## config.mk

```make
export PLATFORM = sky130hd
export DESIGN_NAME = dispif_top
export DESIGN_NICKNAME = d
export VERILOG_FILES = /design/src/rtl/dispif_pkg.sv /design/src/rtl/dispif_ctrl.sv /design/src/rtl/dispif_data.sv /design/src/rtl/dispif_top.sv
export SDC_FILE = /design/constraint.sdc
export NUM_CORES = 1
export LEC_CHECK = 0
export ABC_AREA = 1
export ABC_CLOCK_PERIOD_IN_PS = 1740
export BUFFER_PORTS_ARGS = -buffer_cell sky130_fd_sc_hd__buf_2
export CAP_MARGIN = 20
export CORE_ASPECT_RATIO = 1.4
export CORE_MARGIN = 4
export CORE_UTILIZATION = 54
export DETAILED_ROUTE_END_ITERATION = 7
export PLACE_DENSITY = 0.86
export SETUP_SLACK_MARGIN = 0.3
export SLEW_MARGIN = 20
export SYNTH_ARGS = -nofsm -noshare
export SYNTH_HDL_FRONTEND = slang
export SYNTH_SLANG_ARGS = --single-unit
```

## constraint.sdc

```tcl
create_clock -name clk -period 1.74 [get_ports clk]
set_input_delay 0.174 -clock clk [delete_from_list [all_inputs] [get_ports clk]]
set_output_delay 0.174 -clock clk [all_outputs]
set_load 0.03 [all_outputs]
```

## src/rtl/dispif_pkg.sv

```systemverilog
package dispif_pkg;
  localparam int NUM_DIGITS = 8;
  localparam int CODE_W     = 8;
  localparam int ADDR_W     = $clog2(NUM_DIGITS);
  localparam logic [CODE_W-1:0] BLANK_CODE = 8'h20;

  typedef struct packed {
    logic              blankAll;
    logic              wrChar;
    logic              wrFlash;
    logic              wrCtrl;
    logic [ADDR_W-1:0] addr;
    logic [CODE_W-1:0] data;
  } dispStrobe_t;
endpackage

```

## src/rtl/dispif_ctrl.sv

```systemverilog
module dispif_ctrl
  import dispif_pkg::*;
#(
  parameter int CLEAR_CYCLES = 150,
  parameter int SYNC_STAGES  = 2
) (
  input  logic              clk,
  input  logic              rstN,
  input  logic              ceN,
  input  logic              wrN,
  input  logic              flN,
  input  logic              modeSel,
  input  logic [ADDR_W-1:0] digitAddr,
  input  logic [CODE_W-1:0] dataIn,
  output dispStrobe_t       strobe,
  output logic              busy,
  output logic              counterRst
);
  localparam int CNT_W = $clog2(CLEAR_CYCLES + 1);
  localparam logic [CNT_W-1:0] CNT_LOAD = CNT_W'(CLEAR_CYCLES - 1);

  logic [SYNC_STAGES:0] wrPipe;
  logic wrRise, accept, isChar, isFlash, isCtrl;
  logic clearActive;
  logic [CNT_W-1:0] clearCnt;
  logic wrCharQ, wrFlashQ, wrCtrlQ;
  logic [ADDR_W-1:0] addrQ;
  logic [CODE_W-1:0] dataQ;
  logic rstHold;

  always_ff @(posedge clk or negedge rstN) begin
    if (!rstN) wrPipe <= '1;
    else       wrPipe <= {wrPipe[SYNC_STAGES-1:0], wrN};
  end

  assign wrRise  = wrPipe[SYNC_STAGES-1] & ~wrPipe[SYNC_STAGES];
  assign accept  = wrRise & ~ceN;
  assign isFlash = accept & ~flN;
  assign isChar  = accept & flN & modeSel;
  assign isCtrl  = accept & flN & ~modeSel;

  always_ff @(posedge clk or negedge rstN) begin
    if (!rstN) begin
      clearActive <= 1'b0;
      clearCnt    <= '0;
    end else if (isCtrl) begin
      clearActive <= dataIn[CODE_W-1];
      clearCnt    <= CNT_LOAD;
    end else if (clearActive) begin
      if (clearCnt == '0) clearActive <= 1'b0;
      else                clearCnt    <= clearCnt - 1'b1;
    end
  end

  always_ff @(posedge clk or negedge rstN) begin
    if (!rstN) begin
      wrCharQ  <= 1'b0;
      wrFlashQ <= 1'b0;
      wrCtrlQ  <= 1'b0;
      addrQ    <= '0;
      dataQ    <= '0;
    end else begin
      wrCharQ  <= isChar;
      wrFlashQ <= isFlash;
      wrCtrlQ  <= isCtrl;
      if (accept) begin
        addrQ <= digitAddr;
        dataQ <= dataIn;
      end
    end
  end

  always_ff @(posedge clk or negedge rstN) begin
    if (!rstN) rstHold <= 1'b1;
    else       rstHold <= 1'b0;
  end

  always_comb begin
    strobe.blankAll = clearActive;
    strobe.wrChar   = wrCharQ;
    strobe.wrFlash  = wrFlashQ;
    strobe.wrCtrl   = wrCtrlQ;
    strobe.addr     = addrQ;
    strobe.data     = dataQ;
  end

  assign busy       = clearActive;
  assign counterRst = rstHold;


  clear_start_chk: assert property (@(posedge clk) disable iff (!rstN)
    (isCtrl && dataIn[CODE_W-1]) |=> busy);


  clear_stop_chk: assert property (@(posedge clk) disable iff (!rstN)
    (isCtrl && !dataIn[CODE_W-1]) |=> !busy);


  clear_hold_chk: assert property (@(posedge clk) disable iff (!rstN)
    (clearActive && !isCtrl && clearCnt != '0) |=> busy);


  single_strobe_chk: assert property (@(posedge clk) disable iff (!rstN)
    (wrCharQ || wrFlashQ || wrCtrlQ) |=> !(wrCharQ || wrFlashQ || wrCtrlQ));


  strobe_onehot_chk: assert property (@(posedge clk) disable iff (!rstN)
    $onehot0({wrCharQ, wrFlashQ, wrCtrlQ}));
endmodule

```

## src/rtl/dispif_data.sv

```systemverilog
module dispif_data
  import dispif_pkg::*;
(
  input  logic                         clk,
  input  logic                         rstN,
  input  dispStrobe_t                  strobe,
  output logic [NUM_DIGITS*CODE_W-1:0] charCodes,
  output logic [NUM_DIGITS-1:0]        flashBits,
  output logic [2:0]                   brightSel,
  output logic                         flashEna,
  output logic                         blinkEna,
  output logic                         lampTest
);
  logic unusedSpare;
  assign unusedSpare = strobe.data[5];

  for (genvar g = 0; g < NUM_DIGITS; g++) begin : g_digit
    logic [CODE_W-1:0] entry;
    logic              flashQ;
    logic              hit;
    assign hit = (strobe.addr == ADDR_W'(g));

    always_ff @(posedge clk or negedge rstN) begin
      if (!rstN)                     entry <= BLANK_CODE;
      else if (strobe.blankAll)      entry <= BLANK_CODE;
      else if (strobe.wrChar && hit) entry <= strobe.data;
    end

    always_ff @(posedge clk or negedge rstN) begin
      if (!rstN)                      flashQ <= 1'b0;
      else if (strobe.blankAll)       flashQ <= 1'b0;
      else if (strobe.wrFlash && hit) flashQ <= strobe.data[0];
    end

    assign charCodes[g*CODE_W +: CODE_W] = entry;
    assign flashBits[g]                  = flashQ;
  end

  always_ff @(posedge clk or negedge rstN) begin
    if (!rstN) begin
      brightSel <= '0;
      flashEna  <= 1'b0;
      blinkEna  <= 1'b0;
      lampTest  <= 1'b0;
    end else if (strobe.wrCtrl) begin
      brightSel <= strobe.data[2:0];
      flashEna  <= strobe.data[3];
      blinkEna  <= strobe.data[4];
      lampTest  <= strobe.data[6];
    end
  end


  char_write_chk: assert property (@(posedge clk) disable iff (!rstN)
    (strobe.wrChar && !strobe.blankAll) |=>
      charCodes[$past(strobe.addr)*CODE_W +: CODE_W] == $past(strobe.data));


  flash_write_chk: assert property (@(posedge clk) disable iff (!rstN)
    (strobe.wrFlash && !strobe.blankAll) |=>
      flashBits[$past(strobe.addr)] == $past(strobe.data[0]));


  blank_fill_chk: assert property (@(posedge clk) disable iff (!rstN)
    strobe.blankAll |=> (flashBits == '0) && (charCodes == {NUM_DIGITS{BLANK_CODE}}));


  ctrl_keep_chk: assert property (@(posedge clk) disable iff (!rstN)
    !strobe.wrCtrl |=> $stable({lampTest, blinkEna, flashEna, brightSel}));
endmodule

```

## src/rtl/dispif_top.sv

```systemverilog
module dispif_top
  import dispif_pkg::*;
#(
  parameter int CLEAR_CYCLES = 150,
  parameter int SYNC_STAGES  = 2
) (
  input  logic        clk,
  input  logic        rstN,
  input  logic        ceN,
  input  logic        wrN,
  input  logic        flN,
  input  logic        modeSel,
  input  logic [2:0]  digitAddr,
  input  logic [7:0]  dataIn,
  output logic [63:0] charCodes,
  output logic [7:0]  flashBits,
  output logic [2:0]  brightSel,
  output logic        flashEna,
  output logic        blinkEna,
  output logic        lampTest,
  output logic        busy,
  output logic        counterRst
);
  dispStrobe_t strobe;

  dispif_ctrl #(.CLEAR_CYCLES(CLEAR_CYCLES), .SYNC_STAGES(SYNC_STAGES)) u_ctrl (
    .clk(clk), .rstN(rstN), .ceN(ceN), .wrN(wrN), .flN(flN),
    .modeSel(modeSel), .digitAddr(digitAddr), .dataIn(dataIn),
    .strobe(strobe), .busy(busy), .counterRst(counterRst)
  );

  dispif_data u_data (
    .clk(clk), .rstN(rstN), .strobe(strobe),
    .charCodes(charCodes), .flashBits(flashBits), .brightSel(brightSel),
    .flashEna(flashEna), .blinkEna(blinkEna), .lampTest(lampTest)
  );
endmodule

```

==> summary.md <==
| Metric | Value |
|---|---|
| Multi-input gate area | `1580 µm²` |
| Synth async-reset ratio | `1.00` |
| Die H | `115 µm` |
| P per Cell Area | `1620 nW/µm²` |
| Post-Syn Area | `4440 µm²` |
| Final hold vios | `0` |
| CP Max Fanout | `6` |
| Filler Cell Count | `586` |
| Sequential cell area | `2650 µm²` |
| Critical Path RT | `2.04 ns` |
| Share of layout cells above drive strength 1 | `0.341` |
| Area growth syn-to-layout | `21.7%` |
| Worst-Skew Late Latency | `0.37 ns` |
| # DRC | `0` |
| Period minus WS final | `1.40 ns` |
| GRT Util Overall | `0.232` |
| Leak Pwr | `2.90 nW` |
| Avg Inst Size Synth | `9.50 µm²` |
| Largest cells by area after synthesis | `dfrtp_1 52%, nand2_1 11%, dfstp_2 7.1%, nand3_1 5.3%, o21ai_1 3.3%` |
| Crit end category | `flop` |
| Startpoint types | `flop` |
| Setup TNS | `0 ns` |
| Most instantiated library cell after synthesis | `nand2_1` |
| Ant. Diodes | `0` |
| Commonest cells in the netlist | `133 x nand2_1, 93 x dfrtp_1, 47 x nand3_1` |
| Clock Path Buffers | `2` |
| Synth cell types | `30` |
| Vias | `3693` |
| I/O Pins | `97` |
| Area leader, netlist | `dfrtp_1` |
| Fin nets | `591` |
| M3 GR Usage | `0.0552` |
| Mapped Cells | `468` |
| GPL Wtd Cong | `0.911` |
| Core Rows | `38` |
| Post-Syn Nets | `486` |
| Synth Register Bits | `105` |
| YS warnings | `0` |
| Final setup violation count | `0` |
| First-pass GRT wire length | `17600 µm` |
| Die width | `84.7 µm` |
| WP data arrival | `1.71 ns` |
| Status | `finished clean` |
| GR peak layer | `met2` |
| Post-DP HPWL | `7600 µm` |
| Setup CP Type | `reg -> reg` |
| Initial antenna violation count | `0` |
| Post-synthesis sequential area ratio | `0.595` |
| H-tree depth | `3` |
| Met2 usage | `0.383` |
| Routed Antenna Nets | `0` |
| Clk sink count | `105` |
| Hold Path Class | `in -> reg` |
| Fin crit share | `0.807` |
| Wire length per cell | `16.8 µm` |
| Worst slew pin tran | `0.683 ns` |
| Core Box Area | `7890 µm²` |
| Die ar. | `9770 µm²` |
| TritonRoute pass-1 iters | `5` |
| Top FF cell, synth | `dfrtp_1` |
| Largest net degree at the start of global routing | `44` |
| Final Skew | `0.00839 ns` |
| Vias/cell | `5.45` |
| Post-synth EDFFs | `0` |
| Met1 usage | `0.289` |
| Vias in the first global route | `3536` |
| Fin util | `0.685` |
| CTS Buf Count | `9` |
| Initial Util | `0.563` |
| Final WL | `11300 µm` |
| Port-buffer cells | `96` |
| Peak Freq | `712 MHz` |
| Clk root buf | `clkbuf_8` |
| Slew Limit Fails | `0` |
| Starting DRT DRC Count | `315` |
| Clock transition at path regs | `0.09 ns` |
| TritonCTS clock tree | `built` |
| Overflow after GRT | `0` |
| Relative slew slack | `0.543` |
| Largest vdd supply drop | `0.00117 V` |
| Setup repair after global routing missed its margin | `yes` |
| Synth top area share | `0.524` |
| Max Cap Viol | `0` |
-- cell usage in the layout, fill, tap and decap left out, drive strengths merged --
cell	synthesis	layout
a21oi	10	10
buf	27	115
bufinv	0	2
clkbuf	1	13
clkinv	0	1
conb	1	1
dfrtp	93	93
dfstp	12	12
dlygate4sd3	0	6
ha	1	1
inv	28	28
mux2	4	4
nand2	138	138
nand3	50	50
nand3b	1	1
nand4	9	9
nor2	30	30
nor3	4	4
nor3b	1	1
o21ai	56	56
xnor2	2	2
-- per-stage QoR --
stage | power [mW] | cells | worst slack [ns] | hold slack, ns | cell area, µm²
floorplan | 5.84 | 468 | 0.353 | -0.122 | 4440
global placement | 6.60 | 643 | 0.245 | 0.155 | 4930
detailed placement | 6.72 | 643 | 0.186 | 0.161 | 4930
CTS | 8.42 | 663 | 0.273 | 0.00358 | 5220
global route | 9.24 | 677 | 0.256 | 0.0118 | 5410
finish | 8.74 | 677 | 0.335 | 0.0161 | 5410
-- registers in the layout, summed over array words and instances (netlist names), 3 cells and up --
name / count
u_ctrl.addrQ: 3
u_ctrl.clearCnt: 8
u_ctrl.dataQ: 8
u_ctrl.wrPipe: 3
u_data.brightSel: 3
u_data.g_digit.entry: 64
u_data.g_digit.flashQ: 8
-- logic make-up after synthesis --
| logic type | synth area share |
|---|---|
| simple gates | 0.238 |
| flops | 0.595 |
| compound gates | 0.0802 |
| buf+inv | 0.0695 |
| mux | 0.0101 |
| xor+xnor | 0.00394 |
| fa+ha+maj | 0.00281 |
| other cells | 0.000844 |
-- power breakdown --
group          internal (mW)  leakage, nW  switching, mW
registers               3.06         1.35          0.436
clock network          0.842        0.106          0.781
logic                   1.09         1.44           2.53
total                   4.99         2.90           3.75
-- critical path, cell delays in order, from the launching register on --
cell	delay, ns
dfrtp_1	0.43
nor2_2	0.22
nand2_1	0.13
nor2_4	0.14
nor2_4	0.07
nor2_4	0.19
nand2_1	0.08
nand2_1	0.08
-- routing by layer --
| layer | part of all wire | vias to the layer above | wire length [µm] |
|---|---|---|---|
| met4 | 0.032 | 0 | 362 |
| met5 | 0 | - | 0 |
| li1 | - | 1728 | - |
| met3 | 0.064 | 37 | 728 |
| met1 | 0.39 | 1746 | 4400 |
| met2 | 0.52 | 182 | 5850 |
-- what timing repair did --
| action | in CTS | in global routing |
|---|---|---|
| setup buffers | 0 | 13 |
| resized for setup | 8 | 25 |
| pin swaps | 0 | 5 |
| endpoints found under the hold margin | 30 | 1 |
| hold buffers | 5 | 1 |
| setup endpoints to repair | 26 | 58 |
-- path summary, 6_finish.rpt --
kind,startpoint,end,slack (ns),cells past startpoint
worst max-delay path,u_ctrl.clearCnt[4]$_DFFE_PN0P_,u_ctrl.clearCnt[3]$_DFFE_PN0P_,0.34,7
worst min-delay path,dataIn[1],u_ctrl.dataQ[1]$_DFFE_PN0N_,0.02,3
worst max register to register,u_ctrl.clearCnt[4]$_DFFE_PN0P_,u_ctrl.clearCnt[3]$_DFFE_PN0P_,0.34,7
worst min register to register,u_ctrl.wrPipe[0]$_DFF_PN1_,u_ctrl.wrPipe[1]$_DFF_PN1_,0.36,0
max in group asynchronous,rstN,u_data.g_digit[4].entry[5]$_DFFE_PN1P_,0.81,3
min in group asynchronous,rstN,u_ctrl.clearCnt[3]$_DFFE_PN0P_,0.29,2
-- area by class of cell --
type                       instances  area share
sequential                       105       0.490
multi-input combinational        307       0.293
timing repair buffer             122       0.135
clock buffer                      12      0.0268
clock inverter                     3      0.0120
tap                              100      0.0231
inverter                          28      0.0199
No activity file was read; power rests on OpenSTA's default activity.
